File: config.mk
export PLATFORM = sky130hd
export DESIGN_NAME = tmr_unit
export DESIGN_NICKNAME = d
export VERILOG_FILES = /design/src/rtl/tmr_pkg.sv /design/src/rtl/tmr_datapath.sv /design/src/rtl/tmr_ctrl.sv /design/src/rtl/tmr_unit.sv
export SDC_FILE = /design/constraint.sdc
export NUM_CORES = 1
export LEC_CHECK = 0
export BUFFER_PORTS_ARGS = -buffer_cell sky130_fd_sc_hd__clkbuf_2
export CAP_MARGIN = 25
export CORE_MARGIN = 3
export CORE_UTILIZATION = 60
export DETAILED_ROUTE_END_ITERATION = 16
export HOLD_SLACK_MARGIN = 0.1
export PLACE_DENSITY = 0.8
export SLEW_MARGIN = 20
export SYNTH_ARGS = -nofsm -noshare
export SYNTH_HDL_FRONTEND = slang
export SYNTH_SLANG_ARGS = --single-unit
File: constraint.sdc
create_clock -name clk -period 7.3 [get_ports clk]
set_input_delay 0.365 -clock clk [delete_from_list [all_inputs] [get_ports clk]]
set_output_delay 0.365 -clock clk [all_outputs]
set_load 0.01 [all_outputs]
File: src/rtl/tmr_pkg.sv
package tmr_pkg;
  localparam int REG_W = 32;

  typedef enum logic [1:0] {
    ADDR_CTL    = 2'd0,
    ADDR_STAT   = 2'd1,
    ADDR_RELOAD = 2'd2,
    ADDR_COUNT  = 2'd3
  } tmr_addr_e;

  // control bit positions
  localparam int C_WDT_SEL_HI = 31;
  localparam int C_WDT_SEL_LO = 30;
  localparam int C_RST_HI     = 29;
  localparam int C_RST_LO     = 28;
  localparam int C_WDT_IE     = 27;
  localparam int C_PIT_IE     = 26;
  localparam int C_FIT_SEL_HI = 25;
  localparam int C_FIT_SEL_LO = 24;
  localparam int C_FIT_IE     = 23;
  localparam int C_PIT_AUTO   = 22;

  // status bit positions
  localparam int S_WDT_ARM  = 31;
  localparam int S_WDT_WARN = 30;
  localparam int S_RST_HI   = 29;
  localparam int S_RST_LO   = 28;
  localparam int S_PIT      = 27;
  localparam int S_FIT      = 26;

  localparam logic [REG_W-1:0] CTL_MASK  = 32'hFFC0_0000;
  localparam logic [REG_W-1:0] STAT_MASK = 32'hFC00_0000;

  // strobes from control to datapath
  typedef struct packed {
    logic       tick;
    logic       loadPit;
    logic       pitEnable;
    logic       autoReload;
    logic [1:0] fitSel;
    logic [1:0] wdtSel;
  } tmr_strobe_t;

  // expiry events from datapath to control
  typedef struct packed {
    logic pitExp;
    logic fitExp;
    logic wdtExp;
  } tmr_event_t;
endpackage

File: src/rtl/tmr_datapath.sv
module tmr_datapath
  import tmr_pkg::*;
#(
  parameter int FIT_BASE = 9,
  parameter int WDT_BASE = 17,
  parameter int STEP     = 4
) (
  input  logic              clk,
  input  logic              rstN,
  input  tmr_strobe_t       strobe,
  input  logic [REG_W-1:0]  loadValue,
  output tmr_event_t        events,
  output logic [REG_W-1:0]  reloadVal,
  output logic [REG_W-1:0]  pitCount
);
  localparam int NUM_SEL = 4;
  localparam int TB_W    = WDT_BASE + STEP * (NUM_SEL - 1);

  logic [TB_W-1:0]    tbCnt;
  logic [NUM_SEL-1:0] fitHit;
  logic [NUM_SEL-1:0] wdtHit;

  // shared free-running timebase
  always_ff @(posedge clk) begin
    if (!rstN) tbCnt <= '0;
    else if (strobe.tick) tbCnt <= tbCnt + 1'b1;
  end

  // period taps: a period of 2^n ends when the low n bits are all ones
  for (genvar i = 0; i < NUM_SEL; i++) begin : g_taps
    assign fitHit[i] = &tbCnt[FIT_BASE + STEP*i - 1 : 0];
    assign wdtHit[i] = &tbCnt[WDT_BASE + STEP*i - 1 : 0];
  end

  assign events.fitExp = strobe.tick & fitHit[strobe.fitSel];
  assign events.wdtExp = strobe.tick & wdtHit[strobe.wdtSel];

  // programmable interval down-counter
  logic pitRun;
  assign pitRun = strobe.tick && strobe.pitEnable && (reloadVal > 1) && (pitCount != '0);
  assign events.pitExp = pitRun && (pitCount == 1);

  always_ff @(posedge clk) begin
    if (!rstN) begin
      reloadVal <= '0;
      pitCount  <= '0;
    end else if (strobe.loadPit) begin
      reloadVal <= loadValue;
      pitCount  <= loadValue;
    end else if (pitRun) begin
      if (pitCount == 1) pitCount <= strobe.autoReload ? reloadVal : '0;
      else               pitCount <= pitCount - 1'b1;
    end
  end
endmodule

File: src/rtl/tmr_ctrl.sv
module tmr_ctrl
  import tmr_pkg::*;
(
  input  logic              clk,
  input  logic              rstN,
  input  logic              tick,
  input  logic              wrEn,
  input  logic [1:0]        addr,
  input  logic [REG_W-1:0]  wrData,
  input  tmr_event_t        events,
  output tmr_strobe_t       strobe,
  output logic [REG_W-1:0]  ctlReg,
  output logic [REG_W-1:0]  statReg,
  output logic              pitIrq,
  output logic              fitIrq,
  output logic              wdtIrq,
  output logic [1:0]        rstReq
);
  logic             wrCtl;
  logic             wrStat;
  logic [REG_W-1:0] statNext;
  logic             rstFire;

  assign wrCtl  = wrEn && (addr == ADDR_CTL);
  assign wrStat = wrEn && (addr == ADDR_STAT);

  always_comb begin
    statNext = statReg;
    rstFire  = 1'b0;
    if (wrStat) statNext = statNext & ~(wrData & STAT_MASK);
    if (events.pitExp) statNext[S_PIT] = 1'b1;
    if (events.fitExp) statNext[S_FIT] = 1'b1;
    if (events.wdtExp) begin
      if (!statReg[S_WDT_ARM]) begin
        statNext[S_WDT_ARM] = 1'b1;
      end else if (!statReg[S_WDT_WARN]) begin
        statNext[S_WDT_WARN] = 1'b1;
      end else begin
        statNext[S_RST_HI:S_RST_LO] = ctlReg[C_RST_HI:C_RST_LO];
        rstFire = 1'b1;
      end
    end
  end

  always_ff @(posedge clk) begin
    if (!rstN) begin
      ctlReg  <= '0;
      statReg <= '0;
      rstReq  <= '0;
    end else begin
      if (wrCtl) ctlReg <= wrData & CTL_MASK;
      statReg <= statNext;
      rstReq  <= rstFire ? ctlReg[C_RST_HI:C_RST_LO] : 2'd0;
    end
  end

  always_comb begin
    strobe.tick       = tick;
    strobe.loadPit    = wrEn && (addr == ADDR_RELOAD);
    strobe.pitEnable  = ctlReg[C_PIT_IE];
    strobe.autoReload = ctlReg[C_PIT_AUTO];
    strobe.fitSel     = ctlReg[C_FIT_SEL_HI:C_FIT_SEL_LO];
    strobe.wdtSel     = ctlReg[C_WDT_SEL_HI:C_WDT_SEL_LO];
  end

  assign pitIrq = statReg[S_PIT]      & ctlReg[C_PIT_IE];
  assign fitIrq = statReg[S_FIT]      & ctlReg[C_FIT_IE];
  assign wdtIrq = statReg[S_WDT_WARN] & ctlReg[C_WDT_IE];
endmodule

File: src/rtl/tmr_unit.sv
module tmr_unit
  import tmr_pkg::*;
#(
  parameter int FIT_BASE = 9,
  parameter int WDT_BASE = 17,
  parameter int STEP     = 4
) (
  input  logic        clk,
  input  logic        rstN,
  input  logic        tick,
  input  logic        wrEn,
  input  logic [1:0]  addr,
  input  logic [31:0] wrData,
  output logic [31:0] rdData,
  output logic        pitIrq,
  output logic        fitIrq,
  output logic        wdtIrq,
  output logic [1:0]  rstReq
);
  tmr_strobe_t      strobe;
  tmr_event_t       events;
  logic [REG_W-1:0] ctlReg;
  logic [REG_W-1:0] statReg;
  logic [REG_W-1:0] reloadVal;
  logic [REG_W-1:0] pitCount;

  tmr_ctrl ctrl_i (
    .clk(clk), .rstN(rstN), .tick(tick), .wrEn(wrEn), .addr(addr),
    .wrData(wrData), .events(events), .strobe(strobe),
    .ctlReg(ctlReg), .statReg(statReg),
    .pitIrq(pitIrq), .fitIrq(fitIrq), .wdtIrq(wdtIrq), .rstReq(rstReq)
  );

  tmr_datapath #(.FIT_BASE(FIT_BASE), .WDT_BASE(WDT_BASE), .STEP(STEP)) dp_i (
    .clk(clk), .rstN(rstN), .strobe(strobe), .loadValue(wrData),
    .events(events), .reloadVal(reloadVal), .pitCount(pitCount)
  );

  always_comb begin
    unique case (addr)
      ADDR_CTL:    rdData = ctlReg;
      ADDR_STAT:   rdData = statReg;
      ADDR_RELOAD: rdData = reloadVal;
      default:     rdData = pitCount;
    endcase
  end
endmodule

# Word-level counts from Yosys, hierarchy flattened
# Index checks and enable logic that the tools add are counted.
# word_totals
reg_bits	137
in_bits	38
out_inout_bits	37
word_cells	63
# op_classes
add_sub_neg	2
magnitude_cmp	3
n_eq_ne	3
n_mux	20
bitwise	7
n_reduce_logical	19
# op_table
cell	count
32-bit two-way mux	5
32-bit one-hot mux with 3 select lines	1
32-bit AND	1
32-bit by 1-bit equality test with 1-bit output (second input constant)	1
32-bit by 1-bit greater-than comparator with 1-bit output (second input constant)	1
32-bit inverter	1
32-bit nonzero test	1
32-bit by 1-bit subtractor with 32-bit output (second input constant)	1
29-bit by 1-bit adder with 29-bit output (second input constant)	1
29-bit AND reduction	1
25-bit AND reduction	1
21-bit AND reduction	1
17-bit AND reduction	1
13-bit AND reduction	1
1-bit two-way mux	9
9-bit AND reduction	1
1-bit logical AND	7
2-bit by 3-bit less-than comparator with 1-bit output (second input constant)	2
2-bit nonzero test	3
1-bit AND	5
1-bit binary-select mux with 2-bit select	2
4-bit two-way mux	1
3-bit two-way mux	1
2-bit by 1-bit equality test with 1-bit output (second input constant)	1
4 further kinds	4

# Depth between registers and ports, before layout
# logic_depth
ltp_word	6
depth_mapped	10
depth_no_buf	9

# Hierarchy
# From an unflattened synthesis, not the netlist that was laid out.
# unflattened
cells_unflattened	759
area_unflattened_um2	6825.3
# modules_own_cells
mod	instances	cells_each	area_per_inst_um2
tmr_datapath	1	598	4903.5
tmr_ctrl	1	122	1107.3
tmr_unit	1	39	814.5

# Least setup slack after synthesis
# Ideal clock, no wire load.
# synth_timing
path_type	flip-flop to flip-flop
start	register dp_i.pitCount[0]
end	register dp_i.pitCount[30]
t_arrival_ns	2.296
required_ns	7.239
path_slack_ns	4.943
stages_incl_launch_ff	10
n_path_buf	1
path_cell_list	dfxtp_1 > inv_1 > ha_1 > or4b_1 > buf_2 > nor3_2 > nand4_1 > o32a_1 > o31ai_1 > a32o_1
# synth_between
elab_chain_len	4
elab_cells_between_ends	8
# synth_lines
element	line	source
start, declared	tmr_datapath.sv:14	output logic [REG_W-1:0] pitCount
start signal, assigned	tmr_datapath.sv:49	pitCount <= loadValue;
start signal, assigned	tmr_datapath.sv:51	if (pitCount == 1) pitCount <= strobe.autoReload ? reloadVal : '0;
start signal, assigned	tmr_datapath.sv:52	else pitCount <= pitCount - 1'b1;
32-bit by 1-bit subtractor with 32-bit output or 32-bit by 1-bit equality test with 1-bit output (tied branches)	tmr_datapath.sv:52, tmr_datapath.sv:51	
32-bit two-way mux	tmr_datapath.sv:51	
32-bit two-way mux	tmr_datapath.sv:50	end else if (pitRun) begin
32-bit two-way mux	tmr_datapath.sv:47	end else if (strobe.loadPit) begin
# Parallel ways exist; a longest one is shown, timed or not. The select of a mux whose other input is x is not followed.
# A chain may end at the register's enable or synchronous reset.

# Worst setup path after layout
# layout_timing
start	register dp_i.pitCount[11]
end	register dp_i.pitCount[14]
# Same word-level chain as after synthesis.

==> qor.yml <==
synth:
  ys_top_cells_by_count: "nand2_1, dfxtp_1, a21oi_1, nor2_1, o21ai_0"
  synth_area_leaders: "dfxtp_1, a21oi_1, nand2_1"
  async_flop_share_pct: 0
  synth_cell_types: 74
  yosys.area.top_type: "dfxtp_1"
  syn_avg_cell_area_um2: 7.99
  synth_flop_cell: "dfxtp_1"
  seq_area_frac_synth_pct: 34.9
  syn_nets: 841
  synth_warnings: 0
  ys_ff_latch: 111
  yosysTopAreaCellShare_pct: 34.9
  postSynthCellCount: 797
  synth_edf_count: 0
  synth_most_common_cell: "nand2_1"
  synth_area_um2: 6370
route:
  routed_wl_mm: 17.8
  via_per_inst: 6.40
  vias: 6218
  drt.antenna.violating_nets: 0
  drt_iter0_markers: 574
  drc: 0
  wire_per_inst_um: 18.3
  first_pass_iters: 6
setup_path:
  cp_top_family: "simple AND/OR/NAND/NOR gates"
  worstPathRequired_ps: 7600
  critPathCaptureType: "register"
  rr_startpoint: "dp_i.pitCount[11]"
  critPathLaunchType: "register"
  slowest_delay_ps: 660
  crit_buf_inv: 1
  rrSetupSlack_ps: 4170
  arrival_ps: 3440
  cp_slowest_cell: "nand4_1"
  rr_worst_depth: 7
  cp_max_fo: 16
  timing.rr.end: "dp_i.pitCount[14]"
  worstPathCellList: "or4_4 -> nor2_2 -> nand4_1 -> buf_4 -> a21oi_1 -> o21ai_0 -> a32o_1"
  worstSetupPathType: "register to register"
sta:
  skew_ps: 9.61
  tns_ps: 0
  clock.fmax_mhz: 319
  fin_crit_sh_pct: 42.9
  tightest_slew_ps: 926
  setup_viol: 0
  hold_violations: 0
  drv_slew: 0
  grt_setup_unrepaired: "no"
  period_minus_slack_ps: 3130
  slew_headroom_pct: 38.3
finish:
  fin_area_um2: 6930
  layout.nets: 877
  syn_to_final_growth_pct: 8.78
  drive_gt1_share_pct: 15.2
  utilization_pct: 69.0
  diodes: 0
floorplan:
  die_w_um: 109
  ioPinCount: 75
  start_util_pct: 63.4
  fp.dieH_um: 109
  num_rows: 36
  core_region_area_um2: 10000
  die-area_um2: 11900
global_route:
  grt_overflow: 0
  grt_pass1_vias: 6013
  grt_usage_pct: 31.3
  grt_max_degree: 57
  grt_pass1_wl_mm: 29.5
  antenna_found_initial: 0
hold_path:
  whs_path_depth: 3
  holdPathEnd: "dp_i.pitCount[11]"
  hold_path.class: "primary input to register"
  hold_path_startpoint: "wrData[11]"
pwr:
  vdd_drop_max_mv: 0.206
  powerDensity_nw_per_um2: 182
  power_leakage_nw: 2.64
place:
  dp_hpwl_mm: 12.2
  placed_area_um2: 6740
  numPortBuffers: 74
  gp_congestion: 0.947
clock_network:
  clockRootBuffer: "clkbuf_8"
  clock-sinks: 111
  post_cts_buffers: 0
  cts_resized: 0
  cts_tree: "built"
  cts_inserted_buffers: 9
  cts_hold_buf: 0
  clk_latency_ps: 400
  clk_pin_slew_ps: 110
  h-tree-depth: 3
  ctsLongestPathBuffers: 2
flow_run:
  maxCapViolations: 0
run_status:
  status: "finished, final reports clean"
## metrics by stage
step / std cells / hold slack [ps] / worst slack (ps) / total power [W]
5_1_grt: 971 / 161 / 3960 / 0.00132
6_report: 971 / 179 / 4170 / 0.00126
3_5_place_dp: 955 / 466 / 4240 / 0.000909
4_1_cts: 971 / 169 / 4210 / 0.00126
3_3_place_gp: 953 / 458 / 4190 / 0.000900
2_1_floorplan: 797 / 443 / 4940 / 0.000840
## worst max path at each step
stage / start / end / cells after the start
after detailed placement: dp_i.pitCount[11] / dp_i.pitCount[14] / 7
after CTS: dp_i.pitCount[11] / dp_i.pitCount[14] / 7
after global placement: dp_i.pitCount[11] / dp_i.pitCount[24] / 6
after floorplan: dp_i.pitCount[0] / dp_i.pitCount[30] / 9
final: dp_i.pitCount[11] / dp_i.pitCount[14] / 7
after global routing: dp_i.pitCount[11] / dp_i.pitCount[14] / 7
## layout make-up
type / count / area [um^2]
clock buffers: 9 / 124
clock inverters: 7 / 57.6
fillers: 859 / 3110
inverters: 7 / 26.3
multi-input cells: 621 / 3880
flip-flops and latches: 111 / 2220
well taps: 133 / 166
repair buffers: 83 / 449
## tightest hold or removal path, cell delays in order
cell	delay, ps
clkbuf_2	90
nand2_1	40
o21ai_0	60
## where the power goes
part	switching [W]	leakage, nW	internal (W)
Clock	0.000227	0.0877	0.000128
Sequential	0.0000281	0.901	0.000625
Combinational	0.000153	1.65	0.0000975
Total	0.000408	2.64	0.000851
## cells by family after synthesis
| family | Yosys count | synth area share (%) |
|---|---|---|
| simple gates | 334 | 27.0 |
| compound gates | 200 | 19.3 |
| flops | 111 | 34.9 |
| buf+inv | 65 | 4.38 |
| mux | 49 | 8.94 |
| xor+xnor | 32 | 4.40 |
| fa+ha+maj | 6 | 1.18 |
## layer usage
layer / GRT usage (%) / share of wire, % / vias up
li1: - / - / 2950
met1: 42.3 / 43 / 2939
met2: 50.1 / 47 / 291
met3: 7.40 / 8.3 / 38
met4: 8.93 / 1.8 / 0
met5: 0 / 0 / -
## registers in the layout, summed over array words and instances (netlist names)
register,count
ctrl_i.rstReq,2
dp_i.reloadVal,32
ctrl_i.ctlReg,10
ctrl_i.statReg,6
dp_i.pitCount,32
dp_i.tbCnt,29
## cells in the final DEF, fill, tap and decap left out, types with 9 or more instances in the layout
cell      instances
clkbuf_8          9
nand3_1          21
and3_1           14
dfxtp_1         111
xor2_1           17
nor4_1           13
xnor2_1          15
nor3_1           14
a21oi_1          88
nor2_1           59
nand4_1          20
nor2b_1          23
nand2_1         116
mux2i_1          43
or3_1            12
clkbuf_2         74
o21ai_0          50
Power figures use the tool's default switching activity.
